--- src/rtl/twi_hold_pkg.sv ---
package twi_hold_pkg;

    typedef struct packed {
        logic start;
        logic stop;
        logic ovf;
    } twi_flags_t;

    typedef struct packed {
        logic sda;
        logic scl;
    } twi_lines_t;

endpackage

--- src/rtl/twi_sync.sv ---
module twi_sync #(
    parameter int WIDTH  = 2,
    parameter int STAGES = 2
) (
    input  logic             clk,
    input  logic             rst_n,
    input  logic [WIDTH-1:0] d_i,
    output logic [WIDTH-1:0] q_o
);
    localparam int LAST = STAGES - 1;

    logic [WIDTH-1:0] pipe_d [STAGES];
    logic [WIDTH-1:0] pipe_q [STAGES];

    // Idle bus is high, so stages reset to ones.
    for (genvar s = 0; s < STAGES; s++) begin : g_stage
        if (s == 0) begin : g_first
            always_comb pipe_d[s] = d_i;
        end else begin : g_next
            always_comb pipe_d[s] = pipe_q[s-1];
        end

        always_ff @(posedge clk or negedge rst_n) begin
            if (!rst_n) pipe_q[s] <= '1;
            else        pipe_q[s] <= pipe_d[s];
        end
    end

    assign q_o = pipe_q[LAST];

endmodule

--- src/rtl/twi_cond_detect.sv ---
module twi_cond_detect
    import twi_hold_pkg::*;
(
    input  logic       clk,
    input  logic       rst_n,
    input  logic       en_i,
    input  twi_lines_t lines_i,
    output logic       start_o,
    output logic       stop_o
);
    twi_lines_t prev_d, prev_q;

    always_comb begin
        prev_d  = lines_i;
        // SCL must be high in both samples, and SDA must move.
        start_o = en_i && lines_i.scl && prev_q.scl && prev_q.sda && !lines_i.sda;
        stop_o  = en_i && lines_i.scl && prev_q.scl && !prev_q.sda && lines_i.sda;
    end

    always_ff @(posedge clk or negedge rst_n) begin
        if (!rst_n) prev_q <= '{sda: 1'b1, scl: 1'b1};
        else        prev_q <= prev_d;
    end

endmodule

--- src/rtl/twi_flag_ctrl.sv ---
module twi_flag_ctrl
    import twi_hold_pkg::*;
(
    input  logic       clk,
    input  logic       rst_n,
    input  logic       start_ev_i,
    input  logic       stop_ev_i,
    input  logic       ovf_ev_i,
    input  logic       clr_start_i,
    input  logic       clr_stop_i,
    input  logic       clr_ovf_i,
    output twi_flags_t flags_o
);
    twi_flags_t flags_d, flags_q;

    // Clear first, then set: an event in the same cycle wins.
    always_comb begin
        flags_d = flags_q;
        if (clr_start_i) flags_d.start = 1'b0;
        if (clr_stop_i)  flags_d.stop  = 1'b0;
        if (clr_ovf_i)   flags_d.ovf   = 1'b0;
        if (start_ev_i)  flags_d.start = 1'b1;
        if (stop_ev_i)   flags_d.stop  = 1'b1;
        if (ovf_ev_i)    flags_d.ovf   = 1'b1;
    end

    always_ff @(posedge clk or negedge rst_n) begin
        if (!rst_n) flags_q <= '0;
        else        flags_q <= flags_d;
    end

    assign flags_o = flags_q;

    AST_START_SETS: assert property (@(posedge clk) disable iff (!rst_n)
        start_ev_i |=> flags_q.start);
    AST_STOP_SETS: assert property (@(posedge clk) disable iff (!rst_n)
        stop_ev_i |=> flags_q.stop);
    AST_OVF_SETS: assert property (@(posedge clk) disable iff (!rst_n)
        ovf_ev_i |=> flags_q.ovf);
    AST_START_CLEARS: assert property (@(posedge clk) disable iff (!rst_n)
        (clr_start_i && !start_ev_i) |=> !flags_q.start);
    AST_OVF_STICKY: assert property (@(posedge clk) disable iff (!rst_n)
        (flags_q.ovf && !clr_ovf_i) |=> flags_q.ovf);

endmodule

--- src/rtl/twi_hold_ctrl.sv ---
module twi_hold_ctrl
    import twi_hold_pkg::*;
#(
    parameter int SYNC_STAGES = 2
) (
    input  logic clk,
    input  logic rst_n,
    input  logic en_i,
    input  logic sda_i,
    input  logic scl_i,
    input  logic cnt_ovf_i,
    input  logic start_hold_en_i,
    input  logic ovf_hold_en_i,
    input  logic start_ie_i,
    input  logic ovf_ie_i,
    input  logic clr_start_i,
    input  logic clr_stop_i,
    input  logic clr_ovf_i,
    output logic start_flag_o,
    output logic stop_flag_o,
    output logic ovf_flag_o,
    output logic start_irq_o,
    output logic ovf_irq_o,
    output logic scl_pull_o,
    output logic wake_o
);
    localparam int LINE_W = $bits(twi_lines_t);

    twi_lines_t lines_s;
    twi_flags_t flags;
    logic       start_ev, stop_ev, ovf_ev;

    twi_sync #(.WIDTH(LINE_W), .STAGES(SYNC_STAGES)) i_sync (
        .clk   (clk),
        .rst_n (rst_n),
        .d_i   ({sda_i, scl_i}),
        .q_o   (lines_s)
    );

    twi_cond_detect i_detect (
        .clk     (clk),
        .rst_n   (rst_n),
        .en_i    (en_i),
        .lines_i (lines_s),
        .start_o (start_ev),
        .stop_o  (stop_ev)
    );

    assign ovf_ev = cnt_ovf_i && en_i;

    twi_flag_ctrl i_flags (
        .clk         (clk),
        .rst_n       (rst_n),
        .start_ev_i  (start_ev),
        .stop_ev_i   (stop_ev),
        .ovf_ev_i    (ovf_ev),
        .clr_start_i (clr_start_i),
        .clr_stop_i  (clr_stop_i),
        .clr_ovf_i   (clr_ovf_i),
        .flags_o     (flags)
    );

    always_comb begin
        start_flag_o = flags.start;
        stop_flag_o  = flags.stop;
        ovf_flag_o   = flags.ovf;
        start_irq_o  = flags.start && start_ie_i;
        ovf_irq_o    = flags.ovf && ovf_ie_i;
        scl_pull_o   = en_i && ((flags.start && start_hold_en_i) ||
                                (flags.ovf && ovf_hold_en_i));
        // Clockless path, usable while every clock is stopped.
        wake_o       = en_i && start_ie_i && scl_i && !sda_i;
    end

    AST_PULL_HAS_CAUSE: assert property (@(posedge clk) disable iff (!rst_n)
        scl_pull_o |-> (start_flag_o || ovf_flag_o));
    AST_STOP_NO_PULL: assert property (@(posedge clk) disable iff (!rst_n)
        (stop_flag_o && !start_flag_o && !ovf_flag_o) |-> !scl_pull_o);
    AST_DISABLED_QUIET: assert property (@(posedge clk) disable iff (!rst_n)
        !en_i |-> (!scl_pull_o && !wake_o));
    AST_DISABLED_NO_SET: assert property (@(posedge clk) disable iff (!rst_n)
        (!en_i && !ovf_flag_o) |=> !ovf_flag_o);

endmodule

--- config.mk ---
export PLATFORM = sky130hd
export DESIGN_NAME = twi_hold_ctrl
export DESIGN_NICKNAME = d
export VERILOG_FILES = /design/src/rtl/twi_hold_pkg.sv /design/src/rtl/twi_sync.sv /design/src/rtl/twi_cond_detect.sv /design/src/rtl/twi_flag_ctrl.sv /design/src/rtl/twi_hold_ctrl.sv
export SDC_FILE = /design/constraint.sdc
export NUM_CORES = 1
export LEC_CHECK = 0
export BUFFER_PORTS_ARGS = -buffer_cell sky130_fd_sc_hd__buf_2
export CORE_AREA = 4 4 41 43
export DETAILED_ROUTE_END_ITERATION = 12
export DIE_AREA = 0 0 45 47
export PLACE_DENSITY = 0.5
export RECOVER_POWER = 100
export SYNTH_ARGS = -nofsm -noshare
export SYNTH_HDL_FRONTEND = slang
export SYNTH_HIERARCHICAL = 1
export SYNTH_SLANG_ARGS = --single-unit
--- constraint.sdc ---
create_clock -name clk -period 1.2 [get_ports clk]
set_clock_uncertainty 0.2 [all_clocks]
set_input_delay 0.06 -clock clk [delete_from_list [all_inputs] [get_ports clk]]
set_output_delay 0.06 -clock clk [all_outputs]
set_load 0.02 [all_outputs]
==> qor.yml <==
logic_synthesis:
  synth-adder-area-share_pct: 0
  synth.mux.area_fraction_pct: 0
  synth-simple-area-share_pct: 20.4
  synth_compound_area_share_pct: 8.73
  synth_xor_area_share_pct: 0
  synth.distinct_cells: 10
  ys_warn_count: 6
  syn_inst: 24
  synth-seq-cells: 9
  syn_nets: 37
  synth_top_family_by_area: "simple AND/OR/NAND/NOR gates"
  netlist_area_um2: 344
  yosysSeqAreaShare_pct: 67.6
  synth_area_per_cell_um2: 14.3
critical_path:
  end_kind: "output port"
  r2r-start: "i_sync/q_o[0]$_DFF_PN1_"
  reg2regPathDepth: 3
  critPathMaxFanout: 4
  critPathArrivalTime_ps: 1080
  cpPeakStageDelay_ps: 430
  crit_chain: "a22oi_1, nor2b_1, buf_2"
  crit_slowest_cell: "dfrtp_2"
  cp-start-kind: "flop"
  worstSetupPathType: "flop to output port"
  required_ps: 940
  startpoint: "i_flags/flags_o[2]$_DFFE_PN0P_"
timing:
  slew_headroom_pct: 75.8
  hold_ws_ps: 54.7
  fin_crit_sh_pct: 112
  fin_ws_ps: -142
  worst_pin_slew_ps: 362
  fmax_ghz: 0.745
  finalCriticalPeriod_ps: 1340
  hold_viol: 0
  drv_slew: 0
  grt_setup_unrepaired: "yes"
  setup_viol: 2
outcome:
  violations: "negative setup slack"
  status: "finished with violations"
layout:
  drive_above_1_share_pct: 52.6
  final_common_cell: "buf_2"
  fin_util_pct: 46.5
  regArea_um2: 234
  multi_input_area_um2: 105
  fillerInstances: 134
  layout.nets: 71
  most-common-layout-cells: "buf_2 (11), dlygate4sd3_1 (8), clkbuf_1 (5), dfstp_2 (5), buf_6 (4)"
  antenna_cells: 0
  area_growth_pct: 76.0
  stdcell_count: 72
floorplan:
  ios: 20
  dieWidth_um: 45
  die_h_um: 47
  core_area_um2: 1300
  fp-row-count: 13
  die_area_um2: 2120
  start_util_pct: 26.4
route:
  vias: 287
  drc: 0
  drtIter0Drc: 1
  detail-route-antenna-nets: 0
  wirelength_um: 844
  wire_per_inst_um: 11.7
  dr.pass1.iters: 2
  routed_via_density: 3.99
placed_design:
  io_buffers: 19
  dpl_worst_slack_ps: 32.5
  dp.cells: 58
  gp_congestion: 0.634
clocking:
  clock-sinks: 9
  cts_buffers: 3
  cts_tree: "done"
  ctsHtreeMaxLevel: 1
  clkLatencyLatePin_ps: 260
  clockRootBuffer: "clkbuf_4"
  path_clk_slew_ps: 60
  clk_path_buf_depth: 2
global_routing:
  antenna_found_initial: 0
  grt_use_total_pct: 9.98
  grt_pass1_wl_um: 1350
  grt_start_max_net_pins: 8
  grt_pass1_vias: 311
  overflow: 0
min_path:
  hold_start: "en_i"
  hold_depth: 4
  worstHoldPathType: "input pin to flop"
power:
  p_per_area_nw_per_um2: 1120
  p_leak_nw: 0.306
  peakVddDrop_mv: 0.862
  power_mw: 0.678
job:
  drv_cap: 0
==> flip-flops by register name, indices dropped and copies added, names as in the netlist <==
signal,cells
i_sync/pipe_d,2
i_sync/q_o,2
i_flags/flags_o,3
i_detect/prev_q,2
==> report_power, final <==
| part | internal, mW | switching, mW |
|---|---|---|
| logic | 0.0646 | 0.0441 |
| registers | 0.327 | 0.0104 |
| clock network | 0.128 | 0.104 |
| total | 0.520 | 0.159 |
==> cell families after synthesis <==
group / Yosys count
buffers and inverters: 3
DFF: 9
AOI/OAI and AO/OA: 4
and+or+nand+nor: 8
==> worst max-delay path, delay by kind of cell (launching register included) <==
family,cells,cell delay (ps)
DFF,1,430
AOI/OAI and AO/OA,1,170
buffers and inverters,1,160
and+or+nand+nor,1,60
==> metal layers <==
metal | GRT usage, % | up-vias | share of wire (%)
li1 | - | 147 | -
met1 | 9.62 | 126 | 39
met2 | 16.9 | 14 | 52
met3 | 5.75 | 0 | 9.4
met4 | 5.26 | 0 | 0
met5 | 0 | - | 0
==> stage by stage <==
stage                     TNS (ps)  instance area, um^2
after global placement           0                  458
after CTS                     -235                  594
after detailed placement         0                  458
final                         -188                  606
after global routing          -351                  606
after floorplan                  0                  344
==> area by class of cell <==
class | count | area share, %
Sequential cell | 9 | 38.6
Clock buffer | 4 | 4.34
Inverter | 3 | 1.86
Timing Repair Buffer | 29 | 34.7
Tap cell | 15 | 3.10
Multi-Input combinational cell | 12 | 17.4
==> synthesized netlist by cell type <==
cell	number	area, um^2
nand3_2	1	10.0
nor3b_2	2	25.0
a21o_1	3	22.5
and4b_1	1	10.0
a22oi_1	1	7.51
and2_1	3	18.8
dfrtp_1	3	75.1
nor2b_1	1	6.26
inv_1	3	11.3
dfstp_2	6	158
==> worst paths after layout <==
check / end / slack [ps]
min reg2reg: i_sync/q_o[1]$_DFF_PN1_ / 150
max: scl_pull_o / -140
max reg2reg: i_flags/flags_o[2]$_DFFE_PN0P_ / 40
min in group asynchronous: i_detect/prev_q[1]$_DFF_PN1_ / 300
min: i_flags/flags_o[1]$_DFFE_PN0P_ / 50
max in group asynchronous: i_flags/flags_o[2]$_DFFE_PN0P_ / 130
==> timing repair <==
action | in CTS | in global routing
endpoints found under the setup margin | 3 | 9
hold buffers | 9 | 0
gates resized for setup | 4 | 7
setup buffers | 1 | 0
hold endpoints to repair | 14 | 0
pin swaps | 1 | 1
Power figures use the tool's default switching activity.
